--- config.mk ---
export PLATFORM = sky130hd
export DESIGN_NAME = selftest_seq
export DESIGN_NICKNAME = d
export VERILOG_FILES = /design/src/rtl/selftest_pkg.sv /design/src/rtl/st_led_timer.sv /design/src/rtl/st_march.sv /design/src/rtl/st_speech_chk.sv /design/src/rtl/selftest_seq.sv
export SDC_FILE = /design/constraint.sdc
export NUM_CORES = 1
export LEC_CHECK = 0
export BUFFER_PORTS_ARGS = -buffer_cell sky130_fd_sc_hd__buf_4
export CORE_MARGIN = 5
export CORE_UTILIZATION = 55
export CTS_CLUSTER_DIAMETER = 30
export CTS_CLUSTER_SIZE = 14
export DETAILED_ROUTE_END_ITERATION = 6
export HOLD_SLACK_MARGIN = 0.02
export PLACE_DENSITY = 0.74
export SLEW_MARGIN = 20
export SYNTH_ARGS = -nofsm -noshare
export SYNTH_HDL_FRONTEND = slang
export SYNTH_SLANG_ARGS = --single-unit
--- constraint.sdc ---
create_clock -name clk -period 2.8 [get_ports clk]
set_input_delay 0.14 -clock clk [delete_from_list [all_inputs] [get_ports clk]]
set_output_delay 0.14 -clock clk [all_outputs]
set_load 0.01 [all_outputs]
--- src/rtl/selftest_pkg.sv ---
package selftest_pkg;

  typedef enum logic [2:0] {
    PH_FLICK,
    PH_MARCH,
    PH_SPEECH,
    PH_FLASH,
    PH_FAIL,
    PH_DONE
  } phase_t;

  localparam logic [2:0] STG_FIRST  = 3'd1;
  localparam logic [2:0] STG_SPEECH = 3'd5;

  function automatic int unsigned max3(int unsigned a, int unsigned b, int unsigned c);
    int unsigned m;
    m = (a > b) ? a : b;
    return (m > c) ? m : c;
  endfunction

endpackage

--- src/rtl/st_led_timer.sv ---
module st_led_timer #(
  parameter int unsigned FLICK_CYC = 40,
  parameter int unsigned FLICK_TOG = 6,
  parameter int unsigned FLASH_ON  = 10,
  parameter int unsigned FLASH_OFF = 10
) (
  input  logic clk,
  input  logic rst_n,
  input  logic flash_go,
  output logic led,
  output logic flick_done,
  output logic flash_done
);
  localparam int unsigned MAXC = selftest_pkg::max3(FLICK_CYC, FLASH_ON, FLASH_OFF);
  localparam int unsigned CW   = $clog2(MAXC + 1);
  localparam int unsigned TW   = $clog2(FLICK_TOG + 1);

  typedef enum logic [1:0] {T_FLICK, T_IDLE, T_ON, T_OFF} tstate_t;

  tstate_t        st;
  logic [CW-1:0]  cnt;
  logic [TW-1:0]  tcnt;
  logic           blink;

  always_ff @(posedge clk or negedge rst_n) begin
    if (!rst_n) begin
      st         <= T_FLICK;
      cnt        <= '0;
      tcnt       <= '0;
      blink      <= 1'b0;
      flash_done <= 1'b0;
    end else begin
      flash_done <= 1'b0;
      case (st)
        T_FLICK: begin
          if (cnt == CW'(FLICK_CYC - 1)) begin
            st    <= T_IDLE;
            cnt   <= '0;
            blink <= 1'b0;
          end else begin
            cnt <= cnt + 1'b1;
            if (tcnt == TW'(FLICK_TOG - 1)) begin
              tcnt  <= '0;
              blink <= ~blink;
            end else begin
              tcnt <= tcnt + 1'b1;
            end
          end
        end
        T_IDLE: begin
          if (flash_go) begin
            st  <= T_ON;
            cnt <= '0;
          end
        end
        T_ON: begin
          if (cnt == CW'(FLASH_ON - 1)) begin
            st  <= T_OFF;
            cnt <= '0;
          end else begin
            cnt <= cnt + 1'b1;
          end
        end
        default: begin
          if (cnt == CW'(FLASH_OFF - 1)) begin
            st         <= T_IDLE;
            cnt        <= '0;
            flash_done <= 1'b1;
          end else begin
            cnt <= cnt + 1'b1;
          end
        end
      endcase
    end
  end

  assign led        = ((st == T_FLICK) && blink) || (st == T_ON);
  assign flick_done = (st != T_FLICK);

endmodule

--- src/rtl/st_march.sv ---
module st_march #(
  parameter int unsigned DW         = 8,
  parameter int unsigned AW         = 7,
  parameter int unsigned RAM_WORDS  = 128,
  parameter int unsigned BANK_WORDS = 16,
  parameter int unsigned SND_WORDS  = 16
) (
  input  logic          clk,
  input  logic          rst_n,
  input  logic          go,
  input  logic [1:0]    sel_in,
  output logic [1:0]    mem_sel,
  output logic [AW-1:0] mem_addr,
  output logic          mem_we,
  output logic          mem_re,
  output logic [DW-1:0] mem_wdata,
  input  logic [DW-1:0] mem_rdata,
  output logic          pass,
  output logic          fault
);
  typedef enum logic [1:0] {M_IDLE, M_WR, M_RD, M_CMP} mstate_t;

  mstate_t        st;
  logic [1:0]     sel_q;
  logic [AW-1:0]  addr_q;
  logic [DW-1:0]  val_q;
  logic [AW-1:0]  last_addr;

  always_comb begin
    case (sel_q)
      2'd0:    last_addr = AW'(RAM_WORDS - 1);
      2'd3:    last_addr = AW'(SND_WORDS - 1);
      default: last_addr = AW'(BANK_WORDS - 1);
    endcase
  end

  always_ff @(posedge clk or negedge rst_n) begin
    if (!rst_n) begin
      st     <= M_IDLE;
      sel_q  <= '0;
      addr_q <= '0;
      val_q  <= '0;
      pass   <= 1'b0;
      fault  <= 1'b0;
    end else begin
      pass  <= 1'b0;
      fault <= 1'b0;
      case (st)
        M_IDLE: begin
          if (go) begin
            st     <= M_WR;
            sel_q  <= sel_in;
            addr_q <= '0;
            val_q  <= '0;
          end
        end
        M_WR: st <= M_RD;
        M_RD: st <= M_CMP;
        default: begin
          if (mem_rdata != val_q) begin
            fault <= 1'b1;
            st    <= M_IDLE;
          end else if (val_q == '1) begin
            val_q <= '0;
            if (addr_q == last_addr) begin
              pass <= 1'b1;
              st   <= M_IDLE;
            end else begin
              addr_q <= addr_q + 1'b1;
              st     <= M_WR;
            end
          end else begin
            val_q <= val_q + 1'b1;
            st    <= M_WR;
          end
        end
      endcase
    end
  end

  assign mem_sel   = sel_q;
  assign mem_addr  = addr_q;
  assign mem_wdata = val_q;
  assign mem_we    = (st == M_WR);
  assign mem_re    = (st == M_RD);

endmodule

--- src/rtl/st_speech_chk.sv ---
module st_speech_chk #(
  parameter int unsigned DW       = 8,
  parameter int unsigned N_LOW    = 8,
  parameter int unsigned IRQ_WAIT = 20
) (
  input  logic          clk,
  input  logic          rst_n,
  input  logic          go,
  output logic          s_valid,
  input  logic          s_ready,
  output logic [DW-1:0] s_data,
  input  logic          bl_irq,
  output logic          pass,
  output logic          fault
);
  localparam int unsigned IW = $clog2(N_LOW + 2);
  localparam int unsigned CW = $clog2(IRQ_WAIT + 1);

  typedef enum logic [1:0] {S_IDLE, S_SEND, S_WAIT, S_QUIET} sstate_t;

  sstate_t       st;
  logic [IW-1:0] idx;
  logic [CW-1:0] tcnt;

  always_ff @(posedge clk or negedge rst_n) begin
    if (!rst_n) begin
      st    <= S_IDLE;
      idx   <= '0;
      tcnt  <= '0;
      pass  <= 1'b0;
      fault <= 1'b0;
    end else begin
      pass  <= 1'b0;
      fault <= 1'b0;
      case (st)
        S_IDLE: begin
          if (go) begin
            st  <= S_SEND;
            idx <= '0;
          end
        end
        S_SEND: begin
          if (s_ready) begin
            idx  <= idx + 1'b1;
            tcnt <= '0;
            st   <= (idx == IW'(N_LOW)) ? S_QUIET : S_WAIT;
          end
        end
        S_WAIT: begin
          if (bl_irq) begin
            st <= S_SEND;
          end else if (tcnt == CW'(IRQ_WAIT - 1)) begin
            fault <= 1'b1;
            st    <= S_IDLE;
          end else begin
            tcnt <= tcnt + 1'b1;
          end
        end
        default: begin
          if (bl_irq) begin
            fault <= 1'b1;
            st    <= S_IDLE;
          end else if (tcnt == CW'(IRQ_WAIT - 1)) begin
            pass <= 1'b1;
            st   <= S_IDLE;
          end else begin
            tcnt <= tcnt + 1'b1;
          end
        end
      endcase
    end
  end

  assign s_valid = (st == S_SEND);
  assign s_data  = DW'(idx);

endmodule

--- src/rtl/selftest_seq.sv ---
module selftest_seq #(
  parameter int unsigned DATA_W     = 8,
  parameter int unsigned RAM_WORDS  = 128,
  parameter int unsigned BANK_WORDS = 16,
  parameter int unsigned SND_WORDS  = 16,
  parameter int unsigned FLICK_CYC  = 3_000_000,
  parameter int unsigned FLICK_TOG  = 250_000,
  parameter int unsigned FLASH_ON   = 2_000_000,
  parameter int unsigned FLASH_OFF  = 2_000_000,
  parameter int unsigned N_LOW      = 8,
  parameter int unsigned IRQ_WAIT   = 10_000,
  localparam int unsigned MAXW      = selftest_pkg::max3(RAM_WORDS, BANK_WORDS, SND_WORDS),
  localparam int unsigned AW        = (MAXW > 1) ? $clog2(MAXW) : 1
) (
  input  logic              clk,
  input  logic              rst_n,
  output logic [1:0]        mem_sel,
  output logic [AW-1:0]     mem_addr,
  output logic              mem_we,
  output logic              mem_re,
  output logic [DATA_W-1:0] mem_wdata,
  input  logic [DATA_W-1:0] mem_rdata,
  output logic              spk_valid,
  input  logic              spk_ready,
  output logic [DATA_W-1:0] spk_data,
  input  logic              bl_irq,
  output logic              led,
  output logic              fail,
  output logic [2:0]        err_code,
  output logic              done
);
  import selftest_pkg::*;

  phase_t     phase;
  logic [2:0] stage;
  logic [2:0] err_q;
  logic       flash_go, march_go, speech_go;
  logic       flick_done, flash_done;
  logic       m_pass, m_fault, s_pass, s_fault;
  logic [1:0] sel_next;

  assign sel_next = stage[1:0] - 2'd1;

  st_led_timer #(
    .FLICK_CYC(FLICK_CYC), .FLICK_TOG(FLICK_TOG),
    .FLASH_ON(FLASH_ON),   .FLASH_OFF(FLASH_OFF)
  ) u_led (
    .clk(clk), .rst_n(rst_n), .flash_go(flash_go),
    .led(led), .flick_done(flick_done), .flash_done(flash_done)
  );

  st_march #(
    .DW(DATA_W), .AW(AW), .RAM_WORDS(RAM_WORDS),
    .BANK_WORDS(BANK_WORDS), .SND_WORDS(SND_WORDS)
  ) u_march (
    .clk(clk), .rst_n(rst_n), .go(march_go), .sel_in(sel_next),
    .mem_sel(mem_sel), .mem_addr(mem_addr), .mem_we(mem_we), .mem_re(mem_re),
    .mem_wdata(mem_wdata), .mem_rdata(mem_rdata),
    .pass(m_pass), .fault(m_fault)
  );

  st_speech_chk #(
    .DW(DATA_W), .N_LOW(N_LOW), .IRQ_WAIT(IRQ_WAIT)
  ) u_speech (
    .clk(clk), .rst_n(rst_n), .go(speech_go),
    .s_valid(spk_valid), .s_ready(spk_ready), .s_data(spk_data),
    .bl_irq(bl_irq), .pass(s_pass), .fault(s_fault)
  );

  always_ff @(posedge clk or negedge rst_n) begin
    if (!rst_n) begin
      phase     <= PH_FLICK;
      stage     <= STG_FIRST;
      err_q     <= '0;
      flash_go  <= 1'b0;
      march_go  <= 1'b0;
      speech_go <= 1'b0;
    end else begin
      flash_go  <= 1'b0;
      march_go  <= 1'b0;
      speech_go <= 1'b0;
      case (phase)
        PH_FLICK: begin
          if (flick_done) begin
            phase    <= PH_MARCH;
            march_go <= 1'b1;
          end
        end
        PH_MARCH: begin
          if (m_fault) begin
            phase <= PH_FAIL;
            err_q <= stage;
          end else if (m_pass) begin
            phase    <= PH_FLASH;
            flash_go <= 1'b1;
          end
        end
        PH_SPEECH: begin
          if (s_fault) begin
            phase <= PH_FAIL;
            err_q <= stage;
          end else if (s_pass) begin
            phase    <= PH_FLASH;
            flash_go <= 1'b1;
          end
        end
        PH_FLASH: begin
          if (flash_done) begin
            if (stage == STG_SPEECH) begin
              phase <= PH_DONE;
            end else begin
              stage <= stage + 3'd1;
              if (stage + 3'd1 == STG_SPEECH) begin
                phase     <= PH_SPEECH;
                speech_go <= 1'b1;
              end else begin
                phase    <= PH_MARCH;
                march_go <= 1'b1;
              end
            end
          end
        end
        default: ;
      endcase
    end
  end

  assign fail     = (phase == PH_FAIL);
  assign done     = (phase == PH_DONE);
  assign err_code = err_q;

endmodule

==> results.md <==
Status:
- The run finished with clean final reports.

STA:
- The post-route setup TNS is 0 ns.
- The final critical path takes up 90.4% of the cycle.
- For the pin with the worst max-slew slack, the measured transition is between 0.7 and 0.8 ns.
- The count of final setup violators is 0.
- The relative slew slack is between 40% and 50%.
- The number of max-slew violations in the final report is 0.
- The count of endpoints failing hold in the final timing report is 0.
- Across the routed clock network, the largest skew measured is 0.0110 ns.
- Setup repair after global routing left no endpoint under its margin.
- The worst path setup slack after routing is around 0.27 ns.
- The minimum clock period after layout is 2.53 ns.
- Static timing analysis puts the maximum clock frequency at around 400 MHz.

Drt:
- Using the TritonRoute via totals, the vias-per-cell ratio works out to 5.94.
- After detailed routing, the average wire length per cell comes to 15.0 um.
- The violation count after the first detailed-route iteration is 362.
- The detailed router placed ~4800 vias in this run.
- After detailed routing, the number of remaining DRC violations is 0.
- The final layout contains routed wiring with a total length of approximately 12000 um.
- The first detailed-routing pass ran for 5 iterations.
- The detail route stage leaves a number of antenna-violating nets equal to 0.

Critical path:
- The delay contributed by the slowest stage of the critical path is 0.74 ns.
- Along the worst path, the maximum fanout reaches 14.
- The critical path goes through ha_1 -> nand3_1 -> or4_1 -> o21ai_2 -> buf_4 -> nor4_1 -> xor2_1.
- The launching point of the worst reg2reg path is u_led.cnt[0].
- The critical setup path kind is reg -> reg.
- The data arrival time of the critical path is 2.77 ns.
- The type of element capturing the critical path is a register.
- For the worst flop-to-flop path, the logic depth is 7.
- The worst reg2reg path endpoint is u_led.tcnt[11].
- On the critical path, the stage with the largest delay is an instance of sky130_fd_sc_hd__or4_1.
- The worst endpoint required time is 3.04 ns.
- The type of element launching the critical path is a register.
- The setup check on the worst reg-to-reg path leaves a slack of ~0.27 ns.

Synthesis:
- The count of flip-flops with a built-in enable after synthesis is 0.
- The post-synthesis cell area is 5740 um^2.
- The async set-reset flop share out of synthesis is 100%.
- The synthesized area per cell is 9.07 um^2.
- In the synthesized netlist the dominant register cell turns out to be sky130_fd_sc_hd__dfrtp_1.
- The share of the synthesized netlist area taken by xor and xnor gates is 6.25%.
- After synthesis, the cell types taking the most area are sky130_fd_sc_hd__dfrtp_1 (43%), sky130_fd_sc_hd__ha_1 (4.1%), sky130_fd_sc_hd__nand2_1 (4.1%).
- By area, the combinational part of the netlist is dominated by simple AND/OR/NAND/NOR gates.
- Counting every instance in the synthesized netlist gives 633.
- In this run, synthesis produced a sequential element count of 99.
- The netlist uses 65 different library cells.
- The sequential share of the synthesized area is 43.2%.
- The portion of synthesized cell area occupied by the leading cell type is 42.7%.
- Summing the areas of all fa, ha and maj instances in the mapped netlist gives 4.14% of the synthesized area.
- Summing the areas of all and, or, nand and nor instances in the mapped netlist gives 25.6% of the synthesized area.
- The synthesized netlist devotes 14.0% of its cell area to compound gates.
- The warning count from the yosys run is 0.
- Summed over all instances, the cell type with the most area after synthesis is sky130_fd_sc_hd__dfrtp_1.
- The multiplexer share of the synthesized area is 1.94%.

Floorplan:
- The die width is around 110 um.
- For this configuration, the core starts out at a cell density of a little under three fifths.
- The die height is 112 um.
- The number of I/O pins is 46.
- The full die area is 12600 um^2.
- The floorplan step defined a core boundary enclosing 10200 um^2.
- The initialized floorplan defines 37 standard-cell rows.

Finish:
- In the layout the commonest cells are sky130_fd_sc_hd__dfrtp_1 (98), sky130_fd_sc_hd__nand2_1 (62), sky130_fd_sc_hd__nor2_1 (51), sky130_fd_sc_hd__buf_4 (51), sky130_fd_sc_hd__o21ai_0 (37).
- The number of cells in the finished layout apart from fillers is 815.
- The fraction of final layout cells with drive strength greater than 1 is 13.4%.
- The post-route cell area is between 6000 and 7000 um^2.
- The net count of the finished layout is 705.
- The layout-stage area growth over the synthesis result is 11.4%.
- Leaving out fill and tap cells, the most frequent cell in the layout is sky130_fd_sc_hd__dfrtp_1.
- The final antenna diode count is 0.
- The final core utilization is 62.5%.

Global routing:
- The number of global-route vias before repair came to approximately 4700.
- The global-route wire length before repair is 21500 um.
- Entering global routing, the biggest net connects 63 pins.
- Global routing consumed, over all layers together, roughly a fifth of the routing resources.
- The overall overflow remaining after global route is 0.
- The number of antenna violations at the first check in global routing came to 0.

Place:
- The placer's final routability congestion estimate is ~0.86.
- The cell area after placement is 6180 um^2.
- The count of input and output buffers is between 40 and 50.
- Detailed placement ended at an HPWL of between 8000 and 9000 um.
- The minimum setup slack after placement is just over 0.3 ns.
- Counting tap cells, the placed design contains a total of 797 instances.

Power and ir drop:
- The worst vdd rail ir drop is 0.599 mV.
- Net switching is slightly above 30% of the power.
- The leakage power total is about 2.8 nW.
- In this run the power density over the cells is 465 nW/um^2.
- Per report_power, the combinational group accounts for about a fifth of the total.
- Of the total power, the clock network draws 30.5%.
- In this run, flip-flops and latches consume 50.6% of the power.
- The total internal power is 0.00207 W.
- The switching power summed over all nets is 0.000903 W.

Run:
- The number of max-cap violations is 0.

Hold path:
- The worst hold path was traced through 3 stages.
- For hold timing, the worst endpoint is u_speech.st[1].
- The startpoint of the worst hold path is spk_ready.
- The tightest min-delay check is of the in -> reg type.

CTS:
- Buffers added to address setup during post-CTS repair amount to 0.
- The number of H-tree levels is 3.
- Counting along the longest clock path gives a buffer depth of 2.
- The clock latency on the worst-skew pair is 0.37 ns.
- CTS placed an instance of sky130_fd_sc_hd__clkbuf_8 at the clock tree root.
- The CTS clock-pin slew for the worst setup and hold paths is roughly 0.09 ns.
- The number of sinks driven by the clock tree is between 90 and 100.
- The TritonCTS buffer count is 9.
- The CTS tree is yes.
==> cells in the mapped netlist, types with 2 or more instances <==
library cell,n
sky130_fd_sc_hd__dfrtp_1,98
sky130_fd_sc_hd__nor3_1,26
sky130_fd_sc_hd__and2_1,4
sky130_fd_sc_hd__nor4_4,2
sky130_fd_sc_hd__a21oi_1,22
sky130_fd_sc_hd__nor4b_1,5
sky130_fd_sc_hd__a41o_1,2
sky130_fd_sc_hd__nand2_1,62
sky130_fd_sc_hd__o2111ai_1,3
sky130_fd_sc_hd__nand3_1,35
sky130_fd_sc_hd__o21a_1,3
sky130_fd_sc_hd__buf_4,6
sky130_fd_sc_hd__or4_1,8
sky130_fd_sc_hd__ha_1,19
sky130_fd_sc_hd__a22o_1,4
sky130_fd_sc_hd__clkbuf_1,17
sky130_fd_sc_hd__a21o_1,3
sky130_fd_sc_hd__xnor2_1,26
sky130_fd_sc_hd__o221ai_1,2
sky130_fd_sc_hd__nand3b_1,4
sky130_fd_sc_hd__o21ai_2,2
sky130_fd_sc_hd__or4b_2,3
sky130_fd_sc_hd__o21ai_0,37
sky130_fd_sc_hd__o31ai_1,7
sky130_fd_sc_hd__nor2b_1,11
sky130_fd_sc_hd__o311ai_0,4
sky130_fd_sc_hd__inv_1,36
sky130_fd_sc_hd__nor3b_1,3
sky130_fd_sc_hd__and4_1,2
sky130_fd_sc_hd__a31oi_1,11
sky130_fd_sc_hd__nand4_1,12
sky130_fd_sc_hd__o22ai_1,6
sky130_fd_sc_hd__mux2_2,5
sky130_fd_sc_hd__and3_1,9
sky130_fd_sc_hd__nor2_1,51
sky130_fd_sc_hd__mux2i_1,4
sky130_fd_sc_hd__o41ai_1,2
sky130_fd_sc_hd__xor2_1,15
sky130_fd_sc_hd__a211oi_1,3
sky130_fd_sc_hd__or2_2,4
sky130_fd_sc_hd__nand2b_1,7
sky130_fd_sc_hd__or3_1,6
sky130_fd_sc_hd__o211ai_1,4
sky130_fd_sc_hd__nor4_1,17
==> per-stage QoR <==
| step | hold slack, ns | total power [W] |
|---|---|---|
| floorplan | -0.156 | 0.00188 |
| global placement | 0.275 | 0.00207 |
| detailed placement | 0.280 | 0.00209 |
| CTS | 0.0905 | 0.00301 |
| global route | 0.116 | 0.00313 |
| finish | 0.114 | 0.00297 |
==> what timing repair did <==
item,4_1_cts,5_1_grt
endpoints found under the setup margin,0,0
endpoints found under the hold margin,61,0
resized for setup,0,0
hold buffers,2,0
==> final cells by class <==
| class | instances | area, um^2 |
|---|---|---|
| fill | 867 | 3830 |
| multi-input combinational | 474 | 3000 |
| sequential | 99 | 2480 |
| timing repair buffer | 54 | 423 |
| tap | 136 | 170 |
| clock buffer | 13 | 169 |
| inverter | 36 | 135 |
| clock inverter | 3 | 26.3 |
==> worst max path at each step <==
| stage | cells past startpoint | from | slack, ns | endpoint |
|---|---|---|---|---|
| after floorplan | 7 | u_led.cnt[0] | 0.63 | u_led.st[1] |
| after global placement | 7 | u_led.cnt[0] | 0.41 | u_led.tcnt[11] |
| after detailed placement | 7 | u_led.cnt[0] | 0.31 | u_led.tcnt[11] |
| after CTS | 7 | u_led.cnt[0] | 0.29 | u_led.tcnt[11] |
| after global routing | 6 | u_march.mem_wdata[0] | 0.01 | u_march.mem_addr[6] |
| final | 7 | u_led.cnt[0] | 0.27 | u_led.tcnt[11] |
==> layer usage <==
layer	track usage [%]	vias to the layer above	routed length [um]
met5	0	-	0
met4	6.89	0	181
met3	4.64	16	532
met2	32.6	114	6010
met1	27.0	2361	5510
li1	-	2349	-
==> critical path: cells and delay by family, from the launching register on <==
family	cells	cell delay [ns]
and+or+nand+nor	3	1.02
AOI/OAI and AO/OA	1	0.39
DFF	1	0.38
buffers and inverters	1	0.26
adders and majority gates	1	0.20
xor gates and xnor gates	1	0.14
==> registers in the layout, summed over array words and instances (netlist names), 3 cells and up <==
signal / cells
u_led.cnt: 22
u_led.tcnt: 18
u_speech.tcnt: 14
u_march.mem_wdata: 8
u_march.mem_addr: 7
u_speech.idx: 4
err_code: 3
phase: 3
stage: 3
==> kinds of logic (layout without fill, tap and decap cells) <==
kind of cell,after synthesis,after routing
buffers and inverters,63,106
DFF,99,99
adders and majority gates,19,19
and+or+nand+nor,277,277
muxes,10,10
other,1,4
AOI/OAI and AO/OA,123,123
xor gates and xnor gates,41,41
==> power groups by stage <==
stage                     sequential [W]  combinational (W)  clock [W]
after floorplan                  0.00153           0.000346          0
after global placement           0.00153           0.000545          0
after detailed placement         0.00153           0.000555          0
after CTS                        0.00150           0.000561   0.000946
after global routing             0.00151           0.000628   0.000994
final                            0.00151           0.000562   0.000906
Power figures use the tool's default switching activity.
